==> src/rtl/cmf_pkg.sv <==
package cmf_pkg;

  // Mode register layout: start bit, pattern field, stored mode bits.
  localparam int PAT_W  = 3;
  localparam int MODE_W = 5;
  localparam int CFG_W  = 1 + PAT_W + MODE_W;

  typedef enum logic [1:0] {
    ST_IDLE = 2'd0,
    ST_ARM  = 2'd1,
    ST_RUN  = 2'd2,
    ST_HOLD = 2'd3
  } fill_state_e;

endpackage

==> src/rtl/cmf_rst_sync.sv <==
module cmf_rst_sync #(
  parameter int STAGES = 2
) (
  input  logic clk,
  input  logic rst_n,
  output logic rst_sync_n
);

  logic [STAGES-1:0] sync_q;

  always_ff @(posedge clk or negedge rst_n) begin
    if (!rst_n) begin
      sync_q <= '0;
    end else begin
      sync_q <= {sync_q[STAGES-2:0], 1'b1};
    end
  end

  assign rst_sync_n = sync_q[STAGES-1];

endmodule

==> src/rtl/cmf_regfile.sv <==
module cmf_regfile
  import cmf_pkg::*;
#(
  parameter int REG_AW    = 4,
  parameter int DATA_W    = 16,
  parameter int MODE_ADDR = 1
) (
  input  logic              clk,
  input  logic              rst_n,
  input  logic              cpu_wr,
  input  logic [REG_AW-1:0] cpu_addr,
  input  logic [DATA_W-1:0] cpu_wdata,
  input  logic              hw_clr,
  output logic              start_q,
  output logic [PAT_W-1:0]  wr_pat,
  output logic              start_rise,
  output logic              sw_clr,
  output logic [DATA_W-1:0] cpu_rdata
);

  logic [CFG_W-1:0] cfg_q;
  logic [CFG_W-1:0] cfg_d;
  logic             cfg_en;
  logic             sel;
  logic             wr_sel;
  logic             unused_wdata;

  assign sel          = (cpu_addr == REG_AW'(MODE_ADDR));
  assign wr_sel       = cpu_wr && sel;
  assign unused_wdata = ^cpu_wdata[DATA_W-1:CFG_W];

  // Next state: software write first, a hardware clear of the start bit wins.
  always_comb begin
    cfg_d = cfg_q;
    if (wr_sel) begin
      cfg_d = cpu_wdata[CFG_W-1:0];
    end
    if (hw_clr) begin
      cfg_d[0] = 1'b0;
    end
  end

  assign cfg_en = wr_sel || hw_clr;

  always_ff @(posedge clk or negedge rst_n) begin
    if (!rst_n) begin
      cfg_q <= '0;
    end else if (cfg_en) begin
      cfg_q <= cfg_d;
    end
  end

  assign start_q    = cfg_q[0];
  assign wr_pat     = cpu_wdata[PAT_W:1];
  assign start_rise = wr_sel && cpu_wdata[0] && !cfg_q[0];
  assign sw_clr     = wr_sel && !cpu_wdata[0];
  assign cpu_rdata  = sel ? {{(DATA_W-CFG_W){1'b0}}, cfg_q} : '0;

  // a completion or abort always leaves the start bit low.
  assert_hw_clear_R5: assert property (@(posedge clk) disable iff (!rst_n)
    hw_clr |=> !start_q);

  // the stored bits move only on a write to this register or a hardware clear.
  assert_cfg_hold_R2: assert property (@(posedge clk) disable iff (!rst_n)
    (!wr_sel && !hw_clr) |=> $stable(cfg_q));

endmodule

==> src/rtl/cmf_sequencer.sv <==
module cmf_sequencer
  import cmf_pkg::*;
#(
  parameter int DEPTH  = 2048,
  parameter int MEM_AW = $clog2(DEPTH)
) (
  input  logic              clk,
  input  logic              rst_n,
  input  logic              frame_pulse,
  input  logic              fill_en,
  input  logic              start_rise,
  input  logic              sw_clr,
  input  logic [PAT_W-1:0]  wr_pat,
  output logic              busy,
  output logic              fill_we,
  output logic [MEM_AW-1:0] fill_addr,
  output logic [PAT_W-1:0]  fill_pat,
  output logic              hw_clr
);

  localparam logic [MEM_AW-1:0] LAST_ADDR = MEM_AW'(DEPTH - 1);
  localparam logic [1:0]        FRAMES    = 2'd2;

  fill_state_e       state_q, state_d;
  logic [MEM_AW-1:0] addr_q, addr_d;
  logic              addr_en;
  logic [1:0]        fcnt_q, fcnt_d;
  logic [PAT_W-1:0]  pat_q, pat_d;
  logic              pat_en;
  logic              active;
  logic              abort;
  logic              done;
  logic              frame_inc;

  assign active    = (state_q != ST_IDLE);
  assign abort     = active && (!fill_en || sw_clr);
  assign frame_inc = frame_pulse && (fcnt_q != FRAMES);
  assign done      = (state_q == ST_HOLD) &&
                     ((fcnt_q == FRAMES) || ((fcnt_q == FRAMES - 2'd1) && frame_pulse));

  // Next-state logic.
  always_comb begin
    state_d = state_q;
    addr_d  = addr_q;
    fcnt_d  = fcnt_q;
    pat_d   = pat_q;
    addr_en = 1'b0;
    pat_en  = 1'b0;
    case (state_q)
      ST_IDLE: begin
        if (start_rise && fill_en) begin
          state_d = ST_ARM;
          pat_d   = wr_pat;
          pat_en  = 1'b1;
        end
      end
      ST_ARM: begin
        if (abort) begin
          state_d = ST_IDLE;
        end else if (frame_pulse) begin
          state_d = ST_RUN;
          addr_d  = '0;
          addr_en = 1'b1;
          fcnt_d  = 2'd0;
        end
      end
      ST_RUN: begin
        if (abort) begin
          state_d = ST_IDLE;
        end else begin
          if (frame_inc) begin
            fcnt_d = fcnt_q + 2'd1;
          end
          if (addr_q == LAST_ADDR) begin
            state_d = ST_HOLD;
          end else begin
            addr_d  = addr_q + 1'b1;
            addr_en = 1'b1;
          end
        end
      end
      ST_HOLD: begin
        if (abort || done) begin
          state_d = ST_IDLE;
        end else if (frame_inc) begin
          fcnt_d = fcnt_q + 2'd1;
        end
      end
      default: state_d = ST_IDLE;
    endcase
  end

  // Registers.
  always_ff @(posedge clk or negedge rst_n) begin
    if (!rst_n) begin
      state_q <= ST_IDLE;
      fcnt_q  <= '0;
    end else begin
      state_q <= state_d;
      fcnt_q  <= fcnt_d;
    end
  end

  always_ff @(posedge clk or negedge rst_n) begin
    if (!rst_n) begin
      addr_q <= '0;
    end else if (addr_en) begin
      addr_q <= addr_d;
    end
  end

  always_ff @(posedge clk or negedge rst_n) begin
    if (!rst_n) begin
      pat_q <= '0;
    end else if (pat_en) begin
      pat_q <= pat_d;
    end
  end

  assign busy      = active;
  assign fill_we   = (state_q == ST_RUN) && !abort;
  assign fill_addr = addr_q;
  assign fill_pat  = pat_q;
  assign hw_clr    = abort || done;

  // consecutive fill writes step the address by one.
  assert_addr_step_R4: assert property (@(posedge clk) disable iff (!rst_n)
    fill_we |=> (!fill_we || (fill_addr == $past(fill_addr) + 1'b1)));

  // a fill always starts writing at address zero.
  assert_first_addr_R4: assert property (@(posedge clk) disable iff (!rst_n)
    $rose(fill_we) |-> (fill_addr == '0));

  // the latched pattern does not move while a fill is in progress.
  assert_pat_hold_R6: assert property (@(posedge clk) disable iff (!rst_n)
    busy |=> (!busy || $stable(fill_pat)));

  // a software clear of the start bit ends the fill.
  assert_sw_abort_R7: assert property (@(posedge clk) disable iff (!rst_n)
    (sw_clr && busy) |=> !busy);

  // with the enable low, the block is idle on the following cycle.
  assert_en_drop_R8: assert property (@(posedge clk) disable iff (!rst_n)
    !fill_en |=> !busy);

endmodule

==> src/rtl/cmf_wport.sv <==
module cmf_wport
  import cmf_pkg::*;
#(
  parameter int MEM_AW = 11,
  parameter int DATA_W = 16
) (
  input  logic              busy,
  input  logic              fill_we,
  input  logic [MEM_AW-1:0] fill_addr,
  input  logic [PAT_W-1:0]  fill_pat,
  input  logic              cpu_mem_we,
  input  logic              cpu_mem_hi,
  input  logic [MEM_AW-1:0] cpu_mem_addr,
  input  logic [DATA_W-1:0] cpu_mem_wdata,
  output logic              lo_we,
  output logic [MEM_AW-1:0] lo_addr,
  output logic [DATA_W-1:0] lo_wdata,
  output logic              hi_we,
  output logic [MEM_AW-1:0] hi_addr,
  output logic [DATA_W-1:0] hi_wdata
);

  logic [DATA_W-1:0] fill_lo_word;

  assign fill_lo_word = {{(DATA_W-PAT_W){1'b0}}, fill_pat};

  // The fill owns both ports; otherwise an idle block forwards processor writes.
  always_comb begin
    lo_we    = 1'b0;
    hi_we    = 1'b0;
    lo_addr  = cpu_mem_addr;
    hi_addr  = cpu_mem_addr;
    lo_wdata = cpu_mem_wdata;
    hi_wdata = cpu_mem_wdata;
    if (fill_we) begin
      lo_we    = 1'b1;
      hi_we    = 1'b1;
      lo_addr  = fill_addr;
      hi_addr  = fill_addr;
      lo_wdata = fill_lo_word;
      hi_wdata = '0;
    end else if (cpu_mem_we && !busy) begin
      lo_we = !cpu_mem_hi;
      hi_we = cpu_mem_hi;
    end
  end

endmodule

==> src/rtl/cm_fill_ctrl.sv <==
module cm_fill_ctrl
  import cmf_pkg::*;
#(
  parameter  int DEPTH     = 2048,
  parameter  int REG_AW    = 4,
  parameter  int DATA_W    = 16,
  parameter  int MODE_ADDR = 1,
  localparam int MEM_AW    = $clog2(DEPTH)
) (
  input  logic              clk,
  input  logic              rst_n,
  input  logic              frame_pulse,
  input  logic              fill_en,
  input  logic              cpu_wr,
  input  logic [REG_AW-1:0] cpu_addr,
  input  logic [DATA_W-1:0] cpu_wdata,
  output logic [DATA_W-1:0] cpu_rdata,
  input  logic              cpu_mem_we,
  input  logic              cpu_mem_hi,
  input  logic [MEM_AW-1:0] cpu_mem_addr,
  input  logic [DATA_W-1:0] cpu_mem_wdata,
  output logic              mem_lo_we,
  output logic [MEM_AW-1:0] mem_lo_addr,
  output logic [DATA_W-1:0] mem_lo_wdata,
  output logic              mem_hi_we,
  output logic [MEM_AW-1:0] mem_hi_addr,
  output logic [DATA_W-1:0] mem_hi_wdata,
  output logic              busy
);

  logic              rst_sync_n;
  logic              start_q;
  logic [PAT_W-1:0]  wr_pat;
  logic              start_rise;
  logic              sw_clr;
  logic              hw_clr;
  logic              fill_we;
  logic [MEM_AW-1:0] fill_addr;
  logic [PAT_W-1:0]  fill_pat;

  cmf_rst_sync #(.STAGES(2)) u_rst_sync (
    .clk       (clk),
    .rst_n     (rst_n),
    .rst_sync_n(rst_sync_n)
  );

  cmf_regfile #(
    .REG_AW   (REG_AW),
    .DATA_W   (DATA_W),
    .MODE_ADDR(MODE_ADDR)
  ) u_regfile (
    .clk       (clk),
    .rst_n     (rst_sync_n),
    .cpu_wr    (cpu_wr),
    .cpu_addr  (cpu_addr),
    .cpu_wdata (cpu_wdata),
    .hw_clr    (hw_clr),
    .start_q   (start_q),
    .wr_pat    (wr_pat),
    .start_rise(start_rise),
    .sw_clr    (sw_clr),
    .cpu_rdata (cpu_rdata)
  );

  cmf_sequencer #(
    .DEPTH (DEPTH),
    .MEM_AW(MEM_AW)
  ) u_sequencer (
    .clk        (clk),
    .rst_n      (rst_sync_n),
    .frame_pulse(frame_pulse),
    .fill_en    (fill_en),
    .start_rise (start_rise),
    .sw_clr     (sw_clr),
    .wr_pat     (wr_pat),
    .busy       (busy),
    .fill_we    (fill_we),
    .fill_addr  (fill_addr),
    .fill_pat   (fill_pat),
    .hw_clr     (hw_clr)
  );

  cmf_wport #(
    .MEM_AW(MEM_AW),
    .DATA_W(DATA_W)
  ) u_wport (
    .busy         (busy),
    .fill_we      (fill_we),
    .fill_addr    (fill_addr),
    .fill_pat     (fill_pat),
    .cpu_mem_we   (cpu_mem_we),
    .cpu_mem_hi   (cpu_mem_hi),
    .cpu_mem_addr (cpu_mem_addr),
    .cpu_mem_wdata(cpu_mem_wdata),
    .lo_we        (mem_lo_we),
    .lo_addr      (mem_lo_addr),
    .lo_wdata     (mem_lo_wdata),
    .hi_we        (mem_hi_we),
    .hi_addr      (mem_hi_addr),
    .hi_wdata     (mem_hi_wdata)
  );

  // while busy, the only memory writes are those of the fill itself.
  assert_cpu_block_R9: assert property (@(posedge clk) disable iff (!rst_sync_n)
    (busy && !fill_we) |-> (!mem_lo_we && !mem_hi_we));

  // a pending or running fill always shows the start bit as set.
  assert_busy_start_R10: assert property (@(posedge clk) disable iff (!rst_sync_n)
    busy |-> start_q);

  // nothing is written to either memory on the first cycle out of reset.
  assert_reset_quiet_R1: assert property (@(posedge clk) disable iff (!rst_sync_n)
    $rose(rst_sync_n) |-> (!mem_lo_we && !mem_hi_we && !busy));

endmodule

==> config.mk <==
export PLATFORM = sky130hd
export DESIGN_NAME = cm_fill_ctrl
export DESIGN_NICKNAME = d
export VERILOG_FILES = /design/src/rtl/cmf_pkg.sv /design/src/rtl/cmf_rst_sync.sv /design/src/rtl/cmf_regfile.sv /design/src/rtl/cmf_sequencer.sv /design/src/rtl/cmf_wport.sv /design/src/rtl/cm_fill_ctrl.sv
export SDC_FILE = /design/constraint.sdc
export NUM_CORES = 1
export LEC_CHECK = 0
export BUFFER_PORTS_ARGS = -buffer_cell sky130_fd_sc_hd__buf_2
export CAP_MARGIN = 20
export CORE_AREA = 2 2 78 80
export CTS_CLUSTER_SIZE = 25
export DETAILED_ROUTE_END_ITERATION = 10
export DIE_AREA = 0 0 80 82
export PLACE_DENSITY = 0.72
export SLEW_MARGIN = 20
export SYNTH_ARGS = -nofsm -noshare
export SYNTH_HDL_FRONTEND = slang
export SYNTH_SLANG_ARGS = --single-unit
==> constraint.sdc <==
create_clock -name clk -period 4.5 [get_ports clk]
set_clock_uncertainty 0.2 [all_clocks]
set_input_delay 0.675 -clock clk [delete_from_list [all_inputs] [get_ports clk]]
set_output_delay 0.675 -clock clk [all_outputs]
set_load 0.005 [all_outputs]
# Word level (Yosys, flattened, before mapping)
# Index checks and enable logic that the tools add are counted.
# word_totals
word_cells,93
regBits,29
input_bits,54
output_inout_bits,73
# classes
muxes,35
addsub,2
n_eq_ne,17
reduce_logical,32
# ops
op,n
$mux 11,5
$mux 16,2
$mux 2,11
$pmux 11 s2,1
$ne 2x2->1 const B,7
$mux 1,12
$add 11x1->11 const B,1
$eq 11x11->1 const B,1
$logic_and 1x1->1,11
$mux 9,1
$pmux 2 s4,1
$eq 2x2->1 const B,3
$logic_not 1->1,6
$pmux 2 s3,1
$reduce_and 6->1,1
$reduce_bool 2->1,3
$reduce_and 5->1,1
$eq 2x1->1 const B,2
$eq 4x1->1 const B,1
$logic_or 1x1->1,4
$reduce_and 2->1,2
$reduce_and 4->1,1
$ne 3x1->1 const B,1
$ne 3x2->1 const B,1
6 further kinds,6

# Longest topological paths before layout
# logic_depth
word_depth,8
depth_mapped,8
mapped_depth_nobuf,6

# Hierarchy
# From an unflattened synthesis, not the netlist that was laid out.
# hier_totals
hier_cells,244
area_unflattened_um2,2339.7
# by_module_without_submodules
module,instances,seq_area_each_um2,area_per_inst_um2,cells_each
cmf_sequencer,1,450.4,1242.4,133
cmf_regfile,1,225.2,571.8,47
cmf_wport,1,0.0,471.7,61
cmf_rst_sync,1,50.0,53.8,3

# Worst setup path before layout
# Ideal clock, no wire load.
# synth_timing
path_kind,input-to-output
from,in cpu_addr[1]
to,out mem_lo_addr[1]
arrival_time_ns,2.097
t_required_ns,3.625
n_path_buf,2
path_slack_ns,1.528
cell_stages,6
path_cell_list,nor4b_1 nand3_1 nand3_1 buf_4 mux2_1 buf_4
# synth_via
elab_chain_len,8
# synth_rtl
item,line,rtl
from (decl),cm_fill_ctrl.sv:15,"input logic [REG_AW-1:0] cpu_addr,"
$eq 4x1->1,cmf_regfile.sv:28,assign sel = (cpu_addr == REG_AW'(MODE_ADDR));
$logic_and 1x1->1,cmf_regfile.sv:29,assign wr_sel = cpu_wr && sel;
$logic_and 1x1->1,cmf_regfile.sv:56,assign sw_clr = wr_sel && !cpu_wdata[0];
$logic_or 1x1->1,cmf_sequencer.sv:36,assign abort = active && (!fill_en || sw_clr);
$logic_and 1x1->1,cmf_sequencer.sv:36,
$logic_not 1->1,cmf_sequencer.sv:121,assign fill_we = (state_q == ST_RUN) && !abort;
$logic_and 1x1->1,cmf_sequencer.sv:121,
$mux 11,n/a,
to (decl),cm_fill_ctrl.sv:23,"output logic [MEM_AW-1:0] mem_lo_addr,"
# No other way between the ends.

# Worst setup path in the final report
# layout_timing
from,in cpu_addr[1]
to,out mem_hi_addr[4]
# layout_via
elab_chain_len,8
# layout_rtl
item,line,rtl
$eq 4x1->1,cmf_regfile.sv:28,
$logic_and 1x1->1,cmf_regfile.sv:29,
$logic_and 1x1->1,cmf_regfile.sv:56,
$logic_or 1x1->1,cmf_sequencer.sv:36,
$logic_and 1x1->1,cmf_sequencer.sv:36,
$logic_not 1->1,cmf_sequencer.sv:121,
$logic_and 1x1->1,cmf_sequencer.sv:121,
$mux 11,cmf_wport.sv:35,if (fill_we) begin
to (decl),cm_fill_ctrl.sv:26,"output logic [MEM_AW-1:0] mem_hi_addr,"
# No other way between the ends.

==> reports/metrics.yaml <==
status: "finished, final reports clean"
detailroute.via_count: 2048
post_synthesis_sequential_element_count: 29
dr.pass1.iters: 4
cts.path.max_buffers: 2
layout.core_utilization_pct: 47.8
root_buffer: "sky130_fd_sc_hd__clkbuf_8"
power-per-cell-area_mw_per_mm2: 366
clkSinkCount: 29
synth_seq_area_share_pct: 32.5
grt_start_max_net_pins: 28
core_area_mm2: 0.00575
fin_crit_ps: 3450
die_h_um: 82
initial_antenna_violation_count: 0
setup.worst_path.end_class: "primary output"
timing_hold_violations_final: 0
yosys_warnings: 0
crit_path_max_incr_delay_ps: 460
setup_viol: 0
post-dp-hpwl_um: 4020
rsz0062_at_grt: "no"
share_of_the_cycle_needed_by_the_critical_path_after_routing_pct: 76.7
postRouteWirelength_um: 5090
routedWlPerCell_um: 12.7
die_area_mm2: 0.00656
gr-usage-all-layers_pct: 15.0
vias_cell: 5.12
peakVddDrop_v: 0.000181
timing.final.max_slew_violations: 0
internal_power_mw: 0.635
startpoint_type_of_the_worst_setup_path: "input pin"
worst-setup-path-type: "input pin to primary output"
grt.overflow.total: 0
io_buffers: 112
synth-main-ff-cell: "sky130_fd_sc_hd__dfrtp_1"
p_leak_nw: 1.36
final_layout_size_suffix_gt1_share_pct: 47.1
async_flop_share_pct: 100
power.share.sequential_pct: 33.8
cp.arrival_ps: 2580
synthesis.area_per_instance_um2: 9.49
drt-initial-drc-count: 69
mappedNetlistArea_mm2: 0.00223
switching_power_mw: 0.370
synth_edf_count: 0
finalWeightedCongestion: 0.799
cts_max_level: 2
drv.max_cap_violation_count: 0
ios: 127
combPwrFrac_pct: 45.2
synth_cell_types: 52
clk_pin_slew_worst_paths_ps: 60
timing.fmax_ghz: 0.290
cpMaxStageDelayCell: "sky130_fd_sc_hd__nor4b_1"
fp-row-count: 28
drt.antenna.violating_nets: 0
post_cts_buffers: 0
area_growth_syn_to_layout_pct: 23.2
first_global_vias: 1728
initial_core_util_pct: 38.8
die-width_um: 80
remaining_drc_errors: 0
required_ps: 3620
cts_inserted_buffers: 5
crit_chain: "buf_2 > nor4b_1 > nand3_1 > nand3_1 > buf_4 > mux2_2 > buf_2"
final.setup.tns_ps: 0
grt_pass1_wl_um: 7840
final_nets: 387
cts_tree: "yes"
hold_class: "register to asynchronous set/reset pin"
switching_share_of_total_power_pct: 36.8
num_antenna_cells: 0
cp_max_fo: 23
share_of_power_burned_in_the_clock_network_pct: 21.0
worst_pin_slew_ps: 599
relSlewSlack_pct: 60.1
postSynthCellCount: 235
clkLatencyLatePin_ps: 270
## synth_stat cells (2+ instances only)
library cell / n / area (um2)
sky130_fd_sc_hd__buf_2: 2 / 10.0
sky130_fd_sc_hd__mux2_1: 2 / 22.5
sky130_fd_sc_hd__o22ai_1: 2 / 12.5
sky130_fd_sc_hd__or2_2: 2 / 12.5
sky130_fd_sc_hd__and2_1: 26 / 163
sky130_fd_sc_hd__nand2_1: 9 / 33.8
sky130_fd_sc_hd__nor2_1: 7 / 26.3
sky130_fd_sc_hd__nand4b_1: 2 / 17.5
sky130_fd_sc_hd__conb_1: 2 / 7.51
sky130_fd_sc_hd__a31oi_1: 3 / 18.8
sky130_fd_sc_hd__buf_4: 32 / 240
sky130_fd_sc_hd__a41oi_1: 3 / 26.3
sky130_fd_sc_hd__o31ai_1: 4 / 30.0
sky130_fd_sc_hd__or4_1: 2 / 15.0
sky130_fd_sc_hd__nand3_1: 8 / 40.0
sky130_fd_sc_hd__mux2_4: 3 / 45.0
sky130_fd_sc_hd__inv_1: 7 / 26.3
sky130_fd_sc_hd__nand2b_1: 2 / 12.5
sky130_fd_sc_hd__clkbuf_1: 3 / 11.3
sky130_fd_sc_hd__a21oi_1: 14 / 70.1
sky130_fd_sc_hd__nor4_1: 2 / 12.5
sky130_fd_sc_hd__dfrtp_1: 29 / 726
sky130_fd_sc_hd__ha_1: 8 / 100
sky130_fd_sc_hd__o21ai_0: 10 / 50.1
sky130_fd_sc_hd__nor2b_1: 3 / 18.8
sky130_fd_sc_hd__mux2_2: 20 / 225
sky130_fd_sc_hd__nand4_1: 3 / 18.8
## final cells by class
| type | count | area, um2 |
|---|---|---|
| Inverter | 7 | 26.3 |
| Multi-Input combinational cell | 167 | 1230 |
| Timing Repair Buffer | 115 | 586 |
| Tap cell | 75 | 93.8 |
| Sequential cell | 29 | 727 |
| Fill cell | 584 | 3000 |
| Clock buffer | 7 | 86.3 |
## worst paths after layout
check	start	endpoint	slack, ps	cells after the start
worst max-delay path	cpu_addr[1]	mem_hi_addr[4]	1050	7
worst min register to register	u_rst_sync.sync_q[1]	u_sequencer.fcnt_q[1]	80	0
max in group asynchronous	rst_n	u_rst_sync.sync_q[1]	3490	2
worst max register to register	u_sequencer.state_q[0]	u_sequencer.fill_addr[9]	1930	6
min in group clk	u_rst_sync.sync_q[0]	u_rst_sync.sync_q[1]	150	0
worst min-delay path	u_rst_sync.sync_q[1]	u_sequencer.fcnt_q[1]	80	0
## power groups by stage
| stage | logic, mW | registers [mW] | clock network [mW] |
|---|---|---|---|
| 2_1_floorplan | 0.356 | 0.332 | 0 |
| 3_3_place_gp | 0.440 | 0.341 | 0 |
| 3_5_place_dp | 0.456 | 0.343 | 0 |
| 4_1_cts | 0.458 | 0.339 | 0.217 |
| 5_1_grt | 0.512 | 0.346 | 0.230 |
| 6_report | 0.455 | 0.339 | 0.211 |
## state kept, by name, summed over array words and instances (netlist names)
register / count
u_sequencer.state_q: 2
u_sequencer.fill_pat: 3
u_rst_sync.sync_q: 2
u_regfile.cfg_q: 9
u_sequencer.fcnt_q: 2
u_sequencer.fill_addr: 11
## layer usage
layer | GRT usage, % | up-vias | routed length (um)
met5 | 0 | - | 0
met4 | 4.58 | 0 | 46
met3 | 2.64 | 5 | 390
met2 | 26.5 | 73 | 2450
met1 | 18.7 | 973 | 2200
li1 | - | 997 | -
## cell usage in the layout, fill, tap and decap left out, types with 2 or more instances in the layout
| master | n |
|---|---|
| sky130_fd_sc_hd__o22ai_1 | 2 |
| sky130_fd_sc_hd__inv_1 | 7 |
| sky130_fd_sc_hd__nor2_1 | 7 |
| sky130_fd_sc_hd__conb_1 | 8 |
| sky130_fd_sc_hd__ha_1 | 8 |
| sky130_fd_sc_hd__mux2_1 | 2 |
| sky130_fd_sc_hd__a31oi_1 | 3 |
| sky130_fd_sc_hd__and2_1 | 26 |
| sky130_fd_sc_hd__o31ai_1 | 4 |
| sky130_fd_sc_hd__nand4_1 | 3 |
| sky130_fd_sc_hd__nand4b_1 | 2 |
| sky130_fd_sc_hd__mux2_4 | 3 |
| sky130_fd_sc_hd__nand2b_1 | 2 |
| sky130_fd_sc_hd__nand2_1 | 9 |
| sky130_fd_sc_hd__buf_4 | 2 |
| sky130_fd_sc_hd__a21oi_1 | 14 |
| sky130_fd_sc_hd__mux2_2 | 20 |
| sky130_fd_sc_hd__buf_2 | 112 |
| sky130_fd_sc_hd__or2_2 | 2 |
| sky130_fd_sc_hd__nor4_1 | 2 |
| sky130_fd_sc_hd__or4_1 | 2 |
| sky130_fd_sc_hd__a41oi_1 | 3 |
| sky130_fd_sc_hd__dfrtp_1 | 28 |
| sky130_fd_sc_hd__o21ai_0 | 10 |
| sky130_fd_sc_hd__nor2b_1 | 3 |
| sky130_fd_sc_hd__clkbuf_8 | 6 |
| sky130_fd_sc_hd__nand3_1 | 8 |
## stage by stage
| stage | setup WS (ps) | instances | power, mW | cell area, um2 | hold WS [ps] |
|---|---|---|---|---|---|
| final | 1050 | 400 | 1.00 | 2750 | 79.7 |
| after global routing | 843 | 400 | 1.09 | 2750 | 154 |
| after CTS | 1020 | 400 | 1.01 | 2750 | 109 |
| after detailed placement | 1020 | 392 | 0.799 | 2650 | 104 |
| after global placement | 1110 | 392 | 0.780 | 2650 | 132 |
| after floorplan | 1530 | 241 | 0.688 | 2250 | 131 |
## cells by family after synthesis
| family | Yosys count | share of synthesized area (%) |
|---|---|---|
| muxes | 26 | 13.6 |
| DFF | 29 | 32.5 |
| AOI/OAI and AO/OA | 50 | 15.4 |
| and+or+nand+nor | 75 | 20.2 |
| adders and majority gates | 8 | 4.49 |
| other | 2 | 0.337 |
| buffers and inverters | 45 | 13.4 |
## worst max-delay path, delay by kind of cell
kind	cells	cell delay, ps
buffers and inverters	3	570
multiplexers	1	370
AND/OR/NAND/NOR	3	950
## what timing repair did
item	CTS	global route
endpoints found under the hold margin	2	0
gates resized for setup	0	0
setup endpoints to repair	0	0
hold buffers	1	0
Power figures use the tool's default switching activity.
